File: src/rtl/cmd_reg_loader_pkg.sv
// Package: shared constants and types for the two-byte command loader.
// Assumes bytes are 8 bits and that both opcode bases are 64-aligned, so
// the low six bits of an opcode are the target index.
package cmd_reg_loader_pkg;

    localparam int BYTE_W    = 8;
    localparam int IDX_W     = 6;
    localparam int NUM_CFG   = 5;

    localparam logic [BYTE_W-1:0] OP_DUTY_BASE = 8'h80;
    localparam logic [BYTE_W-1:0] OP_CFG_BASE  = 8'hC0;

    // Configuration byte slots, in opcode order
    localparam int CFG_PRESCALE = 0;
    localparam int CFG_ALU_A    = 1;
    localparam int CFG_ALU_B    = 2;
    localparam int CFG_PHASE    = 3;
    localparam int CFG_LFSR     = 4;

    typedef enum logic {
        ST_OPCODE = 1'b0,
        ST_DATA   = 1'b1
    } seq_state_e;

endpackage

File: src/rtl/cmd_seq.sv
// Module: cmd_seq
// Sequences the byte stream into opcode/data pairs and issues one write
// strobe when the data byte arrives. Assumes rx_valid marks one byte per
// cycle. Opcodes outside the duty and configuration ranges are dropped.
module cmd_seq
    import cmd_reg_loader_pkg::*;
#(
    parameter int NUM_CH = 56
) (
    input  logic              clk,
    input  logic              rst_n,
    input  logic              clr,
    input  logic              cmd_en,
    input  logic              rx_valid,
    input  logic [BYTE_W-1:0] rx_data,
    output logic              duty_we,
    output logic              cfg_we,
    output logic [IDX_W-1:0]  wr_idx,
    output logic [BYTE_W-1:0] wr_data
);

    localparam logic [BYTE_W:0] DUTY_END = (BYTE_W+1)'({1'b0, OP_DUTY_BASE} + (BYTE_W+1)'(NUM_CH));
    localparam logic [BYTE_W:0] CFG_END  = (BYTE_W+1)'({1'b0, OP_CFG_BASE} + (BYTE_W+1)'(NUM_CFG));

    seq_state_e       state_q;
    logic             pend_duty_q;
    logic [IDX_W-1:0] pend_idx_q;
    logic             is_duty_op;
    logic             is_cfg_op;
    logic             take;
    logic             fire;

    // Classify the incoming byte against both opcode ranges
    always_comb begin
        is_duty_op = ({1'b0, rx_data} >= {1'b0, OP_DUTY_BASE}) && ({1'b0, rx_data} < DUTY_END);
        is_cfg_op  = ({1'b0, rx_data} >= {1'b0, OP_CFG_BASE})  && ({1'b0, rx_data} < CFG_END);
        take       = rx_valid && cmd_en;
        fire       = (state_q == ST_DATA) && take && !clr;
    end

    // Track opcode/data phase and remember the pending target
    always_ff @(posedge clk) begin
        if (!rst_n || clr) begin
            state_q     <= ST_OPCODE;
            pend_duty_q <= 1'b0;
            pend_idx_q  <= '0;
        end else begin
            case (state_q)
                ST_OPCODE: begin
                    if (take && (is_duty_op || is_cfg_op)) begin
                        state_q     <= ST_DATA;
                        pend_duty_q <= is_duty_op;
                        pend_idx_q  <= rx_data[IDX_W-1:0];
                    end
                end
                default: begin
                    if (!cmd_en || rx_valid) begin
                        state_q <= ST_OPCODE;
                    end
                end
            endcase
        end
    end

    // Route the data byte to the selected bank
    always_comb begin
        duty_we = fire && pend_duty_q;
        cfg_we  = fire && !pend_duty_q;
        wr_idx  = pend_idx_q;
        wr_data = rx_data;
    end

    p_data_ends_cmd_r4: assert property (@(posedge clk) disable iff (!rst_n)
        (state_q == ST_DATA && rx_valid && cmd_en) |=> (state_q == ST_OPCODE));

    p_disable_drops_r7: assert property (@(posedge clk) disable iff (!rst_n)
        (state_q == ST_DATA && !cmd_en) |=> (state_q == ST_OPCODE));

    p_clr_idle_r8: assert property (@(posedge clk) disable iff (!rst_n)
        clr |=> (state_q == ST_OPCODE && !duty_we && !cfg_we));

    p_bad_op_ignored_r5: assert property (@(posedge clk) disable iff (!rst_n)
        (state_q == ST_OPCODE && !is_duty_op && !is_cfg_op) |=> (state_q == ST_OPCODE));

    p_disabled_byte_r6: assert property (@(posedge clk) disable iff (!rst_n)
        (state_q == ST_OPCODE && !cmd_en) |=> (state_q == ST_OPCODE));

endmodule

File: src/rtl/duty_bank.sv
// Module: duty_bank
// Holds one duty byte per PWM channel and loads the addressed byte on a
// write strobe. Assumes wr_idx is below NUM_CH whenever we is high.
module duty_bank
    import cmd_reg_loader_pkg::*;
#(
    parameter int NUM_CH = 56
) (
    input  logic                     clk,
    input  logic                     rst_n,
    input  logic                     clr,
    input  logic                     we,
    input  logic [IDX_W-1:0]         wr_idx,
    input  logic [BYTE_W-1:0]        wr_data,
    output logic [NUM_CH*BYTE_W-1:0] duty_flat
);

    logic [NUM_CH-1:0] hit;

    for (genvar g = 0; g < NUM_CH; g++) begin : g_ch
        logic [BYTE_W-1:0] duty_q;

        // Decode this channel's write select
        assign hit[g] = we && (wr_idx == IDX_W'(g));

        // Load this channel's duty byte
        always_ff @(posedge clk) begin
            if (!rst_n || clr) begin
                duty_q <= '0;
            end else if (hit[g]) begin
                duty_q <= wr_data;
            end
        end

        assign duty_flat[g*BYTE_W +: BYTE_W] = duty_q;
    end

    p_single_channel_r2: assert property (@(posedge clk) disable iff (!rst_n)
        $onehot0(hit));

    p_write_lands_r2: assert property (@(posedge clk) disable iff (!rst_n)
        (we && !clr) |=> (duty_flat[$past(wr_idx)*BYTE_W +: BYTE_W] == $past(wr_data)));

endmodule

File: src/rtl/cfg_bank.sv
// Module: cfg_bank
// Holds the configuration bytes for the modulation logic and loads the
// selected one on a write strobe. Assumes wr_sel is below NUM_CFG.
module cfg_bank
    import cmd_reg_loader_pkg::*;
(
    input  logic                          clk,
    input  logic                          rst_n,
    input  logic                          clr,
    input  logic                          we,
    input  logic [2:0]                    wr_sel,
    input  logic [BYTE_W-1:0]             wr_data,
    output logic [NUM_CFG-1:0][BYTE_W-1:0] cfg_q
);

    for (genvar g = 0; g < NUM_CFG; g++) begin : g_cfg
        // Load this configuration byte when selected
        always_ff @(posedge clk) begin
            if (!rst_n || clr) begin
                cfg_q[g] <= '0;
            end else if (we && (wr_sel == 3'(g))) begin
                cfg_q[g] <= wr_data;
            end
        end
    end

    p_hold_without_write_r5: assert property (@(posedge clk) disable iff (!rst_n)
        (!we && !clr) |=> $stable(cfg_q));

endmodule

File: src/rtl/cmd_reg_loader.sv
// Module: cmd_reg_loader (top)
// Turns opcode/data byte pairs into writes to the PWM duty bytes and the
// five modulation configuration bytes. Assumes pre-assembled bytes with a
// one-cycle valid strobe; reset is synchronous and active low.
module cmd_reg_loader
    import cmd_reg_loader_pkg::*;
#(
    parameter int NUM_CH = 56
) (
    input  logic                     clk,
    input  logic                     rst_n,
    input  logic                     clr,
    input  logic                     cmd_en,
    input  logic                     rx_valid,
    input  logic [7:0]               rx_data,
    output logic [NUM_CH*8-1:0]      duty_flat,
    output logic [7:0]               prescale,
    output logic [7:0]               alu_a,
    output logic [7:0]               alu_b,
    output logic [7:0]               phase_seed,
    output logic [7:0]               lfsr_seed
);

    logic                          duty_we;
    logic                          cfg_we;
    logic [IDX_W-1:0]              wr_idx;
    logic [BYTE_W-1:0]             wr_data;
    logic [NUM_CFG-1:0][BYTE_W-1:0] cfg_q;

    cmd_seq #(.NUM_CH(NUM_CH)) u_seq (
        .clk      (clk),
        .rst_n    (rst_n),
        .clr      (clr),
        .cmd_en   (cmd_en),
        .rx_valid (rx_valid),
        .rx_data  (rx_data),
        .duty_we  (duty_we),
        .cfg_we   (cfg_we),
        .wr_idx   (wr_idx),
        .wr_data  (wr_data)
    );

    duty_bank #(.NUM_CH(NUM_CH)) u_duty (
        .clk       (clk),
        .rst_n     (rst_n),
        .clr       (clr),
        .we        (duty_we),
        .wr_idx    (wr_idx),
        .wr_data   (wr_data),
        .duty_flat (duty_flat)
    );

    cfg_bank u_cfg (
        .clk     (clk),
        .rst_n   (rst_n),
        .clr     (clr),
        .we      (cfg_we),
        .wr_sel  (wr_idx[2:0]),
        .wr_data (wr_data),
        .cfg_q   (cfg_q)
    );

    // Expose configuration slots under their functional names
    always_comb begin
        prescale   = cfg_q[CFG_PRESCALE];
        alu_a      = cfg_q[CFG_ALU_A];
        alu_b      = cfg_q[CFG_ALU_B];
        phase_seed = cfg_q[CFG_PHASE];
        lfsr_seed  = cfg_q[CFG_LFSR];
    end

    p_clr_zeroes_r8: assert property (@(posedge clk) disable iff (!rst_n)
        clr |=> (duty_flat == '0 && cfg_q == '0));

    p_one_target_r3: assert property (@(posedge clk) disable iff (!rst_n)
        !(duty_we && cfg_we));

    p_idle_no_change_r9: assert property (@(posedge clk) disable iff (!rst_n)
        (!rx_valid && !clr) |=> ($stable(duty_flat) && $stable(cfg_q)));

endmodule

File: config.mk
export PLATFORM = sky130hd
export DESIGN_NAME = cmd_reg_loader
export DESIGN_NICKNAME = d
export VERILOG_FILES = /design/src/rtl/cmd_reg_loader_pkg.sv /design/src/rtl/cmd_seq.sv /design/src/rtl/duty_bank.sv /design/src/rtl/cfg_bank.sv /design/src/rtl/cmd_reg_loader.sv
export SDC_FILE = /design/constraint.sdc
export NUM_CORES = 1
export LEC_CHECK = 0
export BUFFER_PORTS_ARGS = -buffer_cell sky130_fd_sc_hd__buf_4
export CELL_PAD_IN_SITES_DETAIL_PLACEMENT = 0
export CELL_PAD_IN_SITES_GLOBAL_PLACEMENT = 1
export CORE_UTILIZATION = 39
export CTS_CLUSTER_DIAMETER = 120
export DETAILED_ROUTE_END_ITERATION = 8
export GPL_ROUTABILITY_DRIVEN = 0
export PLACE_DENSITY_LB_ADDON = 0.1
export REMOVE_ABC_BUFFERS = 1
export SYNTH_ARGS = -nofsm -noshare
export SYNTH_HDL_FRONTEND = slang
export SYNTH_HIERARCHICAL = 1
export SYNTH_SLANG_ARGS = --single-unit
File: constraint.sdc
create_clock -name clk -period 6.5 [get_ports clk]
set_clock_uncertainty 0.2 [all_clocks]
set_input_delay 0 -clock clk [delete_from_list [all_inputs] [get_ports clk]]
set_output_delay 0 -clock clk [all_outputs]
set_load 0.05 [all_outputs]
Word-level counts from Yosys, hierarchy flattened

Cells that the tools add are included.

Add/subtract/negate cells: 0
$mul: 0
Div/mod/pow operators: 0
Magnitude comparators: 4
Eq/ne operators: 59
Shift-type cells: 0
Mux-type cells: 3
Bitwise operators: 1
Reductions and logical operators: 79

Operator list:

| kind                                                                  | count |
|---|---|
| 6-bit equality test, second input constant                            | 24 |
| 6-bit by 5-bit equality test with 1-bit output, second input constant | 16 |
| 1-bit logical AND                                                     | 69 |
| 6-bit by 4-bit equality test with 1-bit output, second input constant | 8 |
| 6-bit by 3-bit equality test with 1-bit output, second input constant | 4 |
| 8-bit >= comparator, second input constant                            | 2 |
| 8-bit < comparator, second input constant                             | 2 |
| 6-bit by 2-bit equality test with 1-bit output, second input constant | 2 |
| 3-bit by 2-bit equality test with 1-bit output, second input constant | 2 |
| 6-bit by 1-bit equality test with 1-bit output, second input constant | 1 |
| 6-bit logical NOT                                                     | 1 |
| 1-bit logical NOT                                                     | 4 |
| 3-bit by 1-bit equality test with 1-bit output, second input constant | 1 |
| 3-bit equality test, second input constant                            | 1 |
| 3-bit logical NOT                                                     | 1 |
| 1-bit logical OR                                                      | 3 |
| 1-bit 2-to-1 mux                                                      | 3 |
| 2-bit AND reduction                                                   | 1 |
| 1-bit inverter                                                        | 1 |

Flip-flop bits (word level): 496
Bits in latches: 0
RAM bits: 0
Memory bits (read-only): 0
Input port bits: 13
Memories: 0

Logic depth before layout (Yosys ltp)

Gate-level depths: netlist of the first run.

Word-level depth: 6
Depth in mapped cells: 7

Hierarchy

The synthesis of the first run kept the hierarchy.

Modules (own cells, without submodules):

| module    | times used | cells an instance | area each (um^2) | sequential area each (um^2) |
|---|---|---|---|---|
| duty_bank | 1          | 1544              | 16623.4          | 8968.6 |
| cfg_bank  | 1          | 150               | 1711.6           | 800.8 |
| cmd_seq   | 1          | 50                | 446.7            | 160.2 |

Worst setup path after synthesis of the first run

Ideal clock, no wire load.

Kind: reg2reg
Start point: register u_seq.state_q
End point: register u_duty.g_ch[1].duty_q[0]
Library setup time: 132 ps
Arrival: 1761 ps
Required time: 6168 ps
Slack: 4407 ps
Cell stages (with the launch flop): 8
Clock period less this slack: 2093 ps
Cells stage by stage: dfxtp_1 > nand2_1 > nor4bb_1 > nor3b_1 > buf_2 > buf_6 > nand2_2 > mux2i_1

Longest elaborated chain between the ends: 4

RTL lines:

| element                        | line                 | RTL |
|---|---|---|
| from (decl)                    | cmd_seq.sv:25        | `seq_state_e state_q;` |
| from (signal assigned)         | cmd_seq.sv:44        | `state_q <= ST_OPCODE;` |
| from (signal assigned)         | cmd_seq.sv:51        | `state_q <= ST_DATA;` |
| from (signal assigned)         | cmd_seq.sv:58        | `state_q <= ST_OPCODE;` |
| 1-bit logical AND (2 in a row) | cmd_seq.sv:38        | `fire = (state_q == ST_DATA) && take && !clr;` |
| 1-bit logical AND              | cmd_seq.sv:67        | `duty_we = fire && pend_duty_q;` |
| via duty_we                    | cmd_reg_loader.sv:24 | `logic duty_we;` |
| 1-bit logical AND              | duty_bank.sv:24      | `assign hit[g] = we && (wr_idx == IDX_W'(g));` |
| to (signal assigned)           | duty_bank.sv:31      | `duty_q <= wr_data;` |
| to (decl)                      | duty_bank.sv:21      | `logic [BYTE_W-1:0] duty_q;` |

The timed path passes the listed nets, and every way through them passes these cells.
A chain may end at the register's enable or synchronous reset.

Worst setup path after layout of the first run

Start point: register u_seq.state_q
End point: register u_duty.g_ch[31].duty_q[2]

Longest elaborated chain between the ends: 4

RTL lines:

| element                        | line |
|---|---|
| 1-bit logical AND (2 in a row) | cmd_seq.sv:38 |
| 1-bit logical AND              | cmd_seq.sv:67 |
| via duty_we                    | cmd_reg_loader.sv:24 |
| 1-bit logical AND              | duty_bank.sv:24 |
| to (signal assigned)           | duty_bank.sv:31 |
| to (decl)                      | duty_bank.sv:21 |

The timed path passes the listed nets, and every way through them passes these cells.

==> run summary, run 1 <==
Status - finished, final reports clean
Num rows - 80
Main synth FF type - dfxtp_1
Vias in the first global route - 13790
Core area - 47650 um^2
GRT Total Usage - 0.2433
IO Pins - 501
Die Wd - 221.5 um
Minimum clock period - 3.133 ns
Slew HR - 0.2395
Maxcap violations - 0
TritonCTS clock tree - built
Worst path max stage delay - 0.97 ns
Post-synth EDFFs - 0
Root Buffer - clkbuf_16
Switch Pwr - 1.358 mW
Place WS - 3.422 ns
Synth cell types - 41
Final-report max-slew violation count - 0
CP delay by family, top - simple AND/OR/NAND/NOR gates
Worst path required time - 6.71 ns
Drt first pass iters - 5
Peak fanout along the critical path - 16
Clock latency on the worst-skew pair - 0.60 ns
TritonCTS buffer count - 53
Cell Count Post-Placement - 2742
Crit-path slowest cell - and3b_2
Die Y - 221.5 um
DRT Wirelength - 61600 um
VDD IR max - 0.1762 mV
NumNets Final - 2217
Via/cell ratio - 4.918
Internal - 4.951 mW
Cell Area, Synth - 18780 um^2
Area grow syn2layout - 32.35%
RSZ-0062 raised after global routing - no
Final hold violation count - 0
Fmax - 0.3192 GHz
Sw Share - 0.2152
Final period util - 0.4820
Clock sinks - 496
Largest net degree at the start of global routing - 106
Die ar. - 49040 um^2
DR DRC count - 0
Crit-path cells - nand2_1 > nor4bb_1 > and3b_2 > nand2_1 > mux2i_1
Mapped Cells - 1744
Final setup vio count - 0
Buf/Inv on CP - 0
Via count - 14070
Power share of the combinational group - 0.024
Worst Hold Class - in -> reg
Aggregate global routing overflow - 0
Final Non-Filler Cells - 2860
Global-route wire length before repair - 90450 um
Synthesized area per cell - 10.77 um^2
Hold slack - 0.2214 ns
Layout cells sized above 1 - 0.3067
Initial antenna violation count - 0
Post_cts resized - 0
Cell mode on critical path - nand2_1
PD cells - 253.8 nW/um^2
Worst Tran Pin Value - 1.141 ns
DP HPWL - 39090 um
Synth Register Bits - 496
Setup_tns - 0 ns
Filler cells - 4365
Post-route ant nets - 0
Power, Total - 6.309 mW
Sequential area share after synthesis - 0.5287
Critical Path Start Type - register
Clock Pin Slew Worst Setup and Hold Paths - 0.06 ns
CP endpoint kind - register
P_leak - 13.22 nW
# H-tree levels - 2
Yosys warning total - 6
CTS max path bufs - 3
Initial Util - 0.3942
Critical path type - reg -> reg
Clock network fraction of design power - 0.494
Sequential share of power - 0.482
Wire per inst - 21.54 um
I/O Buffers - 500
Ys async rst share - 0
DR iter-0 viols - 712
Final worst slack - 3.367 ns
CP arrival - 3.34 ns
-- through the flow --
| step | cell area, um^2 | util |
|---|---|---|
| 6_report | 24860 | 0.5217 |
| 4_1_cts | 24850 | 0.5216 |
| 3_5_place_dp | 22820 | 0.4789 |
| 3_3_place_gp | 22820 | 0.4789 |
| 5_1_grt | 24850 | 0.5216 |
| 2_1_floorplan | 18100 | - |
-- layout make-up --
class / instances / area (um^2) / share of cell area
antenna: 2 / 5.005 / 0.0002013
clock buffer: 83 / 1682 / 0.06765
clock inverter: 11 / 133.9 / 0.005386
multi-input combinational: 1109 / 8199 / 0.3298
sequential: 496 / 9930 / 0.3995
tap: 615 / 769.5 / 0.03096
timing repair buffer: 544 / 4139 / 0.1665
-- worst min-delay path, cell delays in order --
cell and delay [ns]:
dlygate4sd3_1 0.53, buf_4 0.15, nand2_2 0.14, mux2i_1 0.15
-- power groups by stage --
stage / sequential (mW) / combinational (mW) / clock (mW)
after floorplan: 3.11 / 0.0675 / 0
after global placement: 3.11 / 0.147 / 0
after detailed placement: 3.11 / 0.148 / 0
after CTS: 3.04 / 0.155 / 3.19
after global routing: 3.04 / 0.163 / 3.31
final: 3.04 / 0.154 / 3.11
-- placed cells by master, fill, tap and decap left out, types with 2 or more instances in the layout --
cell           synthesis  routed
and4b_1                2       2
clkbuf_8               0      20
dfxtp_1              496     496
and4bb_2               2       2
nor4b_4                4       4
and4bb_4               4       4
nand2_4               10      10
nand2_8               16      16
and4bb_1               2       2
diode_2                0       2
and3b_2                0       2
dlygate4sd3_1          0      22
bufinv_16              0       3
o21ai_0                2       2
nand4bb_1              3       3
nand3b_1              48      48
clkbuf_16              0      55
clkinv_2               0       7
nand2_2               25      33
clkbuf_1              78       8
buf_4                 14     522
mux2i_1              494     494
nand2_1              474     466
nand4b_1               2       2
-- worst paths after layout --
check	cells past startpoint	slack, ns	endpoint	start
max	5	3.37	u_duty/g_ch[31].duty_q[2]	u_seq/state_q
min	4	0.22	u_duty/g_ch[46].duty_q[6]	rx_data[6]
max reg2reg	5	3.37	u_duty/g_ch[31].duty_q[2]	u_seq/state_q
min reg2reg	2	0.26	u_duty/g_ch[47].duty_q[7]	u_duty/g_ch[47].duty_q[7]
-- metal layers --
metal	share of wire	GRT usage	vias to the layer above
met5	0	0	-
met4	0.022	0.06653	0
met3	0.063	0.06998	76
met2	0.47	0.3997	354
met1	0.44	0.3112	6897
li1	-	-	6738
-- cell families (layout without fill, tap and decap cells) --
| logic type | count (synthesis) | count (layout) | synth area share |
|---|---|---|---|
| DFF | 496 | 496 | 0.5287 |
| buffers and inverters | 139 | 638 | 0.03637 |
| and+or+nand+nor | 609 | 609 | 0.1690 |
| other | 0 | 2 | 0 |
| muxes | 494 | 494 | 0.2633 |
| AOI/OAI and AO/OA | 6 | 6 | 0.002665 |
-- synthesized netlist by cell type (2+ instances only) --
cell type | count | area share
and3b_1 | 2 | 0.00093
and4b_1 | 2 | 0.0011
and4bb_1 | 2 | 0.0013
and4bb_2 | 2 | 0.0013
and4bb_4 | 4 | 0.0035
buf_1 | 21 | 0.0042
buf_12 | 3 | 0.0032
buf_2 | 18 | 0.0048
buf_4 | 14 | 0.0056
buf_6 | 5 | 0.0030
clkbuf_1 | 78 | 0.016
dfxtp_1 | 496 | 0.53
mux2i_1 | 494 | 0.26
nand2_1 | 474 | 0.095
nand2_2 | 25 | 0.0083
nand2_4 | 10 | 0.0060
nand2_8 | 16 | 0.017
nand3b_1 | 48 | 0.019
nand4b_1 | 2 | 0.00093
nand4bb_1 | 3 | 0.0018
nor4b_4 | 4 | 0.0051
o21ai_0 | 2 | 0.00053
-- repair_timing --
item | 4_1_cts | 5_1_grt
endpoints found under the setup margin | 0 | 0
endpoints found under the hold margin | 54 | 0
setup buffers | 0 | 0
hold buffers | 22 | 0
-- registers in the layout, indices dropped and copies added (netlist names) --
| signal | flops |
|---|---|
| u_duty/g_ch.duty_q | 448 |
| u_seq/pend_duty_q | 1 |
| u_seq/wr_idx | 6 |
| u_cfg/cfg_q | 40 |
| u_seq/state_q | 1 |
Note: power is estimated with default switching activity, not from simulation.
==> inputs of run 2 (changes only) <==
--- a/config.mk
+++ b/config.mk
@@ -5,10 +5,11 @@
 export SDC_FILE = /design/constraint.sdc
 export NUM_CORES = 1
 export LEC_CHECK = 0
+export ABC_AREA = 1
 export BUFFER_PORTS_ARGS = -buffer_cell sky130_fd_sc_hd__buf_4
 export CELL_PAD_IN_SITES_DETAIL_PLACEMENT = 0
 export CELL_PAD_IN_SITES_GLOBAL_PLACEMENT = 1
-export CORE_UTILIZATION = 39
+export CORE_UTILIZATION = 33
 export CTS_CLUSTER_DIAMETER = 120
 export DETAILED_ROUTE_END_ITERATION = 8
 export GPL_ROUTABILITY_DRIVEN = 0
==> constraint.sdc (replaced) <==
create_clock -name clk -period 2.7 [get_ports clk]
set_clock_uncertainty 0.2 [all_clocks]
set_input_delay 0 -clock clk [delete_from_list [all_inputs] [get_ports clk]]
set_output_delay 0 -clock clk [all_outputs]
set_load 0.05 [all_outputs]
==> run summary, run 2 <==
Mapped Cells - 2869
Drt first pass iters - 5
Maxcap violations - 0
Die Y - 245.4 um
Synth Register Bits - 496
Synthesized area per cell - 6.814 um^2
Vias in the first global route - 18340
Final-report max-slew violation count - 0
Initial Util - 0.3363
CTS max path bufs - 3
Area grow syn2layout - 35.03%
Wire per inst - 18.84 um
Final setup vio count - 0
Cell taking the most area after synthesis - dfxtp_1
TritonCTS clock tree - built
Most frequent cells after synthesis - nor2_1, nand2_1, dfxtp_1, nand3_1, clkbuf_1
Worst Tran Pin Value - 0.7323 ns
Final hold violation count - 0
I/O Buffers - 500
Slew HR - 0.5102
Minimum clock period - 2.517 ns
Worst path required time - 2.99 ns
P_leak - 10.36 nW
Ys async rst share - 0
Worst Hold Class - in -> reg
Status - finished, final reports clean
Post-route ant nets - 0
# H-tree levels - 2
Layout cells sized above 1 - 0.2086
Root Buffer - clkbuf_16
Critical Path Start Type - register
Final period util - 0.9323
GRT Total Usage - 0.2494
TritonCTS buffer count - 55
Die Wd - 245.4 um
Final worst slack - 0.1829 ns
Synth cell types - 18
Sequential area share after synthesis - 0.5079
Critical path type - reg -> reg
Aggregate global routing overflow - 0
DR iter-0 viols - 1288
DRT Wirelength - 77890 um
Num rows - 88
Count leader, synth - nor2_1
Diode count - 0
Clock sinks - 496
Crit-path cells - inv_2 > nand3_1 > nor2_1 > nand2_2 > nand2_2 > nand2_1 > dlygate4sd3_1 > nand2_1 > dlygate4sd3_1 > nor2_1
Final Core Density - 0.4541
Largest register by flop count - u_duty/g_ch.duty_q
Largest net degree at the start of global routing - 134
VDD IR max - 0.5126 mV
Yosys warning total - 6
Main synth FF type - dfxtp_1
Peak fanout along the critical path - 13
Initial antenna violation count - 0
Die ar. - 60220 um^2
Fmax - 0.3973 GHz
Post-synth EDFFs - 0
Place WS - 0.1673 ns
Clock Pin Slew Worst Setup and Hold Paths - 0.06 ns
Via count - 19630
CP arrival - 2.81 ns
RSZ-0062 raised after global routing - no
Max reg flops - 448
DP HPWL - 50330 um
Crit-path slowest cell - dlygate4sd3_1
Synth top area share - 0.5079
Commonest non-fill, non-tap cell in the layout - nor2_1
Clock latency on the worst-skew pair - 0.60 ns
Most frequent cells in the layout - nor2_1, nand2_1, buf_4
PD cells - 588.2 nW/um^2
Global-route wire length before repair - 115000 um
Cell Area, Synth - 19550 um^2
Largest cells by area after synthesis - dfxtp_1, nor2_1, nand3_1
IO Pins - 501
Worst path max stage delay - 0.57 ns
CP endpoint kind - register
Via/cell ratio - 4.746
NumNets Final - 3341
Core area - 58140 um^2
DR DRC count - 0
Hold slack - 0.2343 ns
==> run 2: cell count changes after synthesis, moves of 16 or more <==
cell | previous run | this run
nand3b_1 | 48 | 0
clkbuf_1 | 78 | 140
nor2_1 | 1 | 1078
inv_1 | 0 | 40
nand3_1 | 0 | 471
mux2i_1 | 494 | 0
nand2_1 | 474 | 560
nand2_8 | 16 | 0
nand2_2 | 25 | 3
==> run 2: cell families after synthesis <==
group / Yosys count / synth area share
AOI/OAI and AO/OA: 2 / 0.0006399
buffers and inverters: 247 / 0.05146
DFF: 496 / 0.5079
and+or+nand+nor: 2124 / 0.4400
==> run 2: final cells by class <==
cell class	count	area [um^2]
fillers	6045	31740
clock buffers	90	1710
inverters	43	165.2
repair buffers	606	4847
clock inverters	9	97.59
flip-flops and latches	496	9930
well taps	765	957.2
multi-input cells	2126	8691
==> run 2: routing by layer <==
metal | share of wire | up-vias | GRT usage | routed length (um)
li1 | - | 9865 | - | -
met1 | 0.42 | 9110 | 0.3145 | 32730
met2 | 0.47 | 550 | 0.4139 | 36900
met3 | 0.079 | 100 | 0.06494 | 6120
met4 | 0.027 | 0 | 0.07709 | 2137
met5 | 0 | - | 0 | 0
==> run 2: what timing repair did <==
item	CTS	global route
gates resized for setup	0	3
hold buffers	29	0
endpoints found under the setup margin	0	13
hold endpoints to repair	496	0
setup buffers	0	0
==> run 2: through the flow <==
| stage | power (mW) | instances | area [um^2] | setup TNS (ns) |
|---|---|---|---|---|
| after floorplan | 8.181 | 2665 | 18710 | -5136.63 |
| after global placement | 8.114 | 4007 | 24290 | 0 |
| after detailed placement | 8.116 | 4007 | 24290 | 0 |
| after CTS | 15.72 | 4135 | 26380 | 0 |
| after global routing | 16.07 | 4135 | 26400 | 0 |
| final | 15.53 | 4135 | 26400 | 0 |
==> run 2: worst max-delay path, delay by kind of cell, from the launching register on <==
family                 cells  cell delay, ns
DFF                        1            0.34
and+or+nand+nor            7            0.67
buffers and inverters      3            1.20
==> run 2: power by group <==
| group | switching (mW) | internal, mW | total [mW] |
|---|---|---|---|
| clock network | 3.07 | 4.48 | 7.55 |
| registers | 0.00402 | 7.32 | 7.32 |
| logic | 0.474 | 0.182 | 0.656 |
| total | 3.55 | 12.0 | 15.5 |
==> run 2: path summary, 6_finish.rpt <==
kind	startpoint	endpoint	slack (ns)	depth (start not counted)
hold reg to reg	u_duty/g_ch[45].duty_q[0]	u_duty/g_ch[45].duty_q[0]	0.28	2
hold / removal	rx_data[2]	u_cfg/cfg_q[10]	0.23	6
setup / recovery	u_seq/state_q	u_seq/wr_idx[0]	0.18	10
setup reg to reg	u_seq/state_q	u_seq/wr_idx[0]	0.18	10
